===== src/rtl/bstrap_pkg.sv =====
package bstrap_pkg;
    localparam int STRAP_W  = 4;
    localparam int WCODE_W  = 2;
    localparam int S_WIDTH0 = 0;
    localparam int S_CARD   = 2;
    localparam int S_BUFEN  = 3;

    typedef enum logic [WCODE_W-1:0] {
        W_8   = 2'b00,
        W_RSV = 2'b01,
        W_16  = 2'b10,
        W_32  = 2'b11
    } rom_width_e;

    typedef struct packed {
        rom_width_e width;
        logic       to_card;
        logic       buf_en;
    } boot_cfg_t;

    typedef struct packed {
        boot_cfg_t cfg;
        logic      rsv_hit;
        logic      combo_hit;
    } cfg_eval_t;

    // Normalise a requested setting: reserved width becomes 8-bit, card+32 is flagged
    function automatic cfg_eval_t eval_cfg(input logic [WCODE_W-1:0] wcode,
                                           input logic card, input logic buf_en);
        cfg_eval_t r;
        r.rsv_hit       = (wcode == W_RSV);
        r.cfg.width     = r.rsv_hit ? W_8 : rom_width_e'(wcode);
        r.combo_hit     = card && (r.cfg.width == W_32);
        r.cfg.to_card   = card && !r.combo_hit;
        r.cfg.buf_en    = buf_en;
        return r;
    endfunction
endpackage


===== src/rtl/bstrap_cfg_reg.sv =====
module bstrap_cfg_reg
    import bstrap_pkg::*;
(
    input  logic               clk,
    input  logic               rst,
    input  logic [STRAP_W-1:0] strap_i,
    input  logic               commit_i,
    input  cfg_eval_t          commit_eval_i,
    output boot_cfg_t          cfg_o,
    output logic               rsv_err_o,
    output logic               combo_err_o
);
    cfg_eval_t strap_eval;
    boot_cfg_t cfg_q;
    logic      rsv_q;
    logic      combo_q;

    assign strap_eval = eval_cfg(strap_i[S_WIDTH0 +: WCODE_W], strap_i[S_CARD], strap_i[S_BUFEN]);

    always_ff @(posedge clk) begin
        if (rst) begin
            cfg_q   <= strap_eval.cfg;
            rsv_q   <= strap_eval.rsv_hit;
            combo_q <= strap_eval.combo_hit;
        end else if (commit_i) begin
            rsv_q   <= rsv_q | commit_eval_i.rsv_hit;
            combo_q <= combo_q | commit_eval_i.combo_hit;
            if (!commit_eval_i.combo_hit) begin
                cfg_q.width   <= commit_eval_i.cfg.width;
                cfg_q.to_card <= commit_eval_i.cfg.to_card;
            end
        end
    end

    assign cfg_o       = cfg_q;
    assign rsv_err_o   = rsv_q;
    assign combo_err_o = combo_q;
endmodule


===== src/rtl/bstrap_wr_ctrl.sv =====
module bstrap_wr_ctrl
    import bstrap_pkg::*;
(
    input  logic               clk,
    input  logic               rst,
    input  logic               rom_cyc_i,
    input  logic               wr_i,
    input  logic [WCODE_W-1:0] wr_width_i,
    input  logic               wr_card_i,
    output logic               commit_o,
    output cfg_eval_t          commit_eval_o
);
    logic               pend_q;
    logic [WCODE_W-1:0] pend_width_q;
    logic               pend_card_q;
    logic               have_req;
    logic [WCODE_W-1:0] src_width;
    logic               src_card;

    always_comb begin
        have_req  = wr_i | pend_q;
        src_width = wr_i ? wr_width_i : pend_width_q;
        src_card  = wr_i ? wr_card_i : pend_card_q;
    end

    assign commit_o      = have_req && !rom_cyc_i;
    assign commit_eval_o = eval_cfg(src_width, src_card, 1'b0);

    always_ff @(posedge clk) begin
        if (rst) begin
            pend_q       <= 1'b0;
            pend_width_q <= '0;
            pend_card_q  <= 1'b0;
        end else if (have_req && rom_cyc_i) begin
            pend_q       <= 1'b1;
            pend_width_q <= src_width;
            pend_card_q  <= src_card;
        end else if (commit_o) begin
            pend_q       <= 1'b0;
        end
    end
endmodule


===== src/rtl/bstrap_out_gate.sv =====
module bstrap_out_gate
    import bstrap_pkg::*;
(
    input  boot_cfg_t cfg_i,
    input  logic      rom_cyc_i,
    input  logic      rom_rd_i,
    output logic      boot_cs_o,
    output logic      card_cs_o,
    output logic      rom32_oe_o,
    output logic      dbuf_oe_o,
    output logic      dbuf_rdl_o,
    output logic      dbuf_rdh_o
);
    logic buf_act;

    always_comb begin
        boot_cs_o  = rom_cyc_i && !cfg_i.to_card;
        card_cs_o  = rom_cyc_i && cfg_i.to_card;
        rom32_oe_o = rom_cyc_i && (cfg_i.width == W_32);
        buf_act    = rom_cyc_i && cfg_i.buf_en;
        dbuf_oe_o  = buf_act;
        dbuf_rdl_o = buf_act && rom_rd_i;
        dbuf_rdh_o = buf_act && rom_rd_i;
    end
endmodule


===== src/rtl/bstrap_cfg_top.sv =====
module bstrap_cfg_top
    import bstrap_pkg::*;
(
    input  logic               clk,
    input  logic               rst,
    input  logic [STRAP_W-1:0] strap_i,
    input  logic               rom_cyc_i,
    input  logic               rom_rd_i,
    input  logic               cfg_wr_i,
    input  logic [WCODE_W-1:0] cfg_wr_width_i,
    input  logic               cfg_wr_card_i,
    output logic               boot_cs_o,
    output logic               card_cs_o,
    output logic               rom32_oe_o,
    output logic               dbuf_oe_o,
    output logic               dbuf_rdl_o,
    output logic               dbuf_rdh_o,
    output logic [WCODE_W-1:0] width_o,
    output logic               card_route_o,
    output logic               rsv_err_o,
    output logic               combo_err_o
);
    boot_cfg_t cfg;
    logic      commit;
    cfg_eval_t commit_eval;

    bstrap_wr_ctrl u_wr (
        .clk(clk), .rst(rst), .rom_cyc_i(rom_cyc_i),
        .wr_i(cfg_wr_i), .wr_width_i(cfg_wr_width_i), .wr_card_i(cfg_wr_card_i),
        .commit_o(commit), .commit_eval_o(commit_eval)
    );

    bstrap_cfg_reg u_reg (
        .clk(clk), .rst(rst), .strap_i(strap_i),
        .commit_i(commit), .commit_eval_i(commit_eval),
        .cfg_o(cfg), .rsv_err_o(rsv_err_o), .combo_err_o(combo_err_o)
    );

    bstrap_out_gate u_out (
        .cfg_i(cfg), .rom_cyc_i(rom_cyc_i), .rom_rd_i(rom_rd_i),
        .boot_cs_o(boot_cs_o), .card_cs_o(card_cs_o), .rom32_oe_o(rom32_oe_o),
        .dbuf_oe_o(dbuf_oe_o), .dbuf_rdl_o(dbuf_rdl_o), .dbuf_rdh_o(dbuf_rdh_o)
    );

    assign width_o      = cfg.width;
    assign card_route_o = cfg.to_card;
endmodule


===== config.mk =====
export PLATFORM = sky130hd
export DESIGN_NAME = bstrap_cfg_top
export DESIGN_NICKNAME = d
export VERILOG_FILES = /design/src/rtl/bstrap_pkg.sv /design/src/rtl/bstrap_cfg_reg.sv /design/src/rtl/bstrap_wr_ctrl.sv /design/src/rtl/bstrap_out_gate.sv /design/src/rtl/bstrap_cfg_top.sv
export SDC_FILE = /design/constraint.sdc
export NUM_CORES = 1
export LEC_CHECK = 0
export ABC_AREA = 1
export BUFFER_PORTS_ARGS = -buffer_cell sky130_fd_sc_hd__buf_2
export CORE_AREA = 5 5 48 50
export DETAILED_ROUTE_END_ITERATION = 12
export DIE_AREA = 0 0 53 55
export GPL_TIMING_DRIVEN = 0
export SETUP_SLACK_MARGIN = 0.2
export SLEW_MARGIN = 20
export SYNTH_ARGS = -nofsm -noshare
export SYNTH_HDL_FRONTEND = slang
export SYNTH_SLANG_ARGS = --single-unit

===== constraint.sdc =====
create_clock -name clk -period 1.25 [get_ports clk]
set_clock_uncertainty 0.2 [all_clocks]
set_input_delay 0 -clock clk [delete_from_list [all_inputs] [get_ports clk]]
set_output_delay 0 -clock clk [all_outputs]
set_load 0.05 [all_outputs]

==> results.md <==
- RD Place Congestion: 0.808
- Initial Util: 30.9%
- Flops & latches, synth: 10
- Synth Area in Compound Gates: 7.39%
- Ant. Diodes: 0
- Final period utilization: 102%
- Share of cells above drive strength 1: 61.7%
- Overall Global Routing Usage: 11.5%
- Slew @ Worst Pin: 0.294 ns
- CP delay by family, top: buffers and inverters
- Fin worst setup slack: -0.0225 ns
- Syn_area_per_cell: 7.29 um2
- F_max: 786 MHz
- Site Rows: 16
- Root buf cell: clkbuf_4
- Crit path launch type: input port
- Crit path max fanout: 5
- Worst path cell trace: buf_2, dlygate4sd3_1, a21oi_2, nor2_2
- Synth Area in Simple Gates: 35.0%
- DR vias/cell: 4.47
- Flop-to-flop setup slack: 0.01 ns
- Violated checks: hold timing, setup timing
- Synth top area share: 31.3%
- Syn Nets: 91
- Synth Area in Adders: 0%
- Vias in the first global route: 587
- Critical path arrival: 1.04 ns
- DIE AREA: 2920 um2
- DP HPWL: 1020 um
- Post-synthesis async set-or-reset flop share: 0%
- Final TNS setup: -0.0748 ns
- Std-Cell Core Area: 1860 um2
- Number of synthesized flops with an enable pin: 6
- Slew HR: 80.3%
- Commonest cells in the netlist: nand2_1 (25), inv_1 (11), nor2_1 (11)
- Synth cell types: 17
- Cell Area, Synth: 576 um2
- Fin util: 57.9%
- DR WL/cell: 10.9 um
- Remaining Overflow, GRT: 0
- Worst VDD drop: 0.624 mV
- Initial antenna violation count: 0
- Placed Instances: 128
- Clock latency on the worst-skew pair: 0.27 ns
- Layout Area Growth over Synthesis: 87.2%
- Worst hold slack: -0.104 ns
- Cells after synthesis: 79
- Post-Synth XOR/XNOR Area: 0%
- DR pass1 iterations: 4
- Fin crit period: 1.27 ns
- Yosys top cell by area: edfxtp_1
- CTS tree: done
- First-pass GRT wire length: 2400 um
- Htree depth: 1
- # IOs: 23
- Largest cells by area after synthesis: edfxtp_1 (31%), nand2_1 (16%), dfxtp_1 (14%)
- Tot Pwr: 1070 uW
- Hold Path Class: input port to flip-flop
- Largest family of logic cells by synthesized area: simple AND/OR/NAND/NOR gates
- Endpoints failing hold: 5
- Drt drc: 0
- Max-slew violation count: 0
- Placement Cell Area: 747 um2
- Largest net degree at the start of global routing: 10
- Vias: 657
- Fill cells: 170
- Sequential area share after synthesis: 45.2%
- Total clock sinks: 10
- Max stage delay cell, worst path: dlygate4sd3_1
- Crit path largest cell delay: 0.69 ns
- Horiz. Die Dim: 53 um
- Layout Nets: 133
- Flip-flop cell with the highest count after synthesis: edfxtp_1
- Num CTS Buffers: 3
- RSZ-0062 raised after global routing: true
- Clock Path Buffers: 2
- Pwr/cell area: 989 nW/um2
- Top-count cell post-synth: nand2_1
- CP Capture Type: flip-flop
- Finished layout cell area: 1080 um2
- Post-Layout Cell Count: 147
- Critical path class: input port to flip-flop
- Die outline height: 55 um
- Pleak: 0.000517 uW
- Worst Path Buf+Inv: 2
- Maxcap violations: 0
- Mux share of post-synthesis cell area: 0%
- Final setup viols: 5
- DRT iter0 DRCs: 8
- Post-route ant nets: 0
- Port Buffers: 22
- Yosys warning total: 0
- Drt total wl: 1600 um
- CTS clock-pin slew for the worst setup and hold paths: 0.06 ns
- CP required: 1.02 ns
- Status: complete, but fails checks
-- layout make-up --
class | count | area [um2] | area share (%)
repair buffers | 37 | 334 | 31.0
clock buffers | 4 | 26.3 | 2.44
plain buffers | 3 | 30.0 | 2.79
flip-flops and latches | 10 | 265 | 24.6
multi-input cells | 53 | 335 | 31.1
well taps | 27 | 33.8 | 3.14
inverters | 13 | 52.6 | 4.88
-- metrics by stage --
| step | worst slack, ns | hold slack (ns) |
|---|---|---|
| floorplan | -0.0447 | -0.128 |
| global placement | 0.0136 | -0.0196 |
| detailed placement | 0.0142 | -0.0184 |
| CTS | -0.0190 | -0.182 |
| global route | -0.0906 | -0.0925 |
| finish | -0.0225 | -0.104 |
-- kinds of logic after synthesis --
group | after synthesis
buffers and inverters | 16
and+or+nand+nor | 46
DFF | 10
AOI/OAI and AO/OA | 7
-- flip-flops by register name, indices dropped and copies added, names as in the netlist --
register           flops
u_reg.rsv_err_o        1
u_reg.combo_err_o      1
u_reg.cfg_o            4
u_wr.pend_card_q       1
u_wr.pend_width_q      2
u_wr.pend_q            1
-- layer usage --
layer | wire, um | track usage, % | vias up
met5 | 0 | 0 | -
met4 | 70 | 7.66 | 0
met3 | 112 | 2.68 | 9
met2 | 813 | 19.4 | 33
met1 | 599 | 12.9 | 292
li1 | - | - | 323
-- where the power goes --
part | internal [uW] | total [uW] | switching, uW
clock network | 124 | 239 | 115
logic | 180 | 420 | 240
registers | 386 | 407 | 20.7
-- final timing paths --
path | start | endpoint | cells past startpoint
min reg2reg | u_wr.pend_width_q[0]$_SDFFE_PP0P_ | u_wr.pend_width_q[0]$_SDFFE_PP0P_ | 4
min | rom_cyc_i | u_wr.pend_q$_SDFFE_PP0P_ | 3
max | rst | u_reg.cfg_o[1]$_DFFE_PP_ | 4
max reg2reg | u_wr.pend_width_q[1]$_SDFFE_PP0P_ | u_reg.cfg_o[1]$_DFFE_PP_ | 5
-- worst register-to-register path: stages (launching register included) --
cell     delay, ns
dfxtp_2       0.32
nand2_1       0.06
nand2_2       0.07
nand2_4       0.09
nor2_2        0.04
nor2_2        0.16
-- repair_timing --
| item | in CTS | in global routing |
|---|---|---|
| setup buffers | 5 | 5 |
| hold buffers | 4 | 4 |
| endpoints found under the hold margin | 13 | 10 |
| endpoints found under the setup margin | 23 | 24 |
| pin swaps | 10 | 10 |
| resized for setup | 37 | 21 |
-- layout by cell type (no fill, tap or decap) --
cell           count
nor2_4             3
nand2_4            3
dlygate4sd3_1      5
nand2_1           17
o21ai_4            1
nand3_1            2
a21oi_1            2
nand3_4            1
a21oi_2            2
or2_1              1
clkbuf_1           1
buf_6             15
clkinvlp_4         1
nand2_2            7
buf_2             11
clkbuf_4           3
o21ai_2            2
dfxtp_2            4
nand3_2            2
inv_2              7
nor2_2             3
buf_8              3
nor2_1             7
buf_4              6
inv_1              5
edfxtp_1           6
Note: power is estimated with default switching activity, not from simulation.
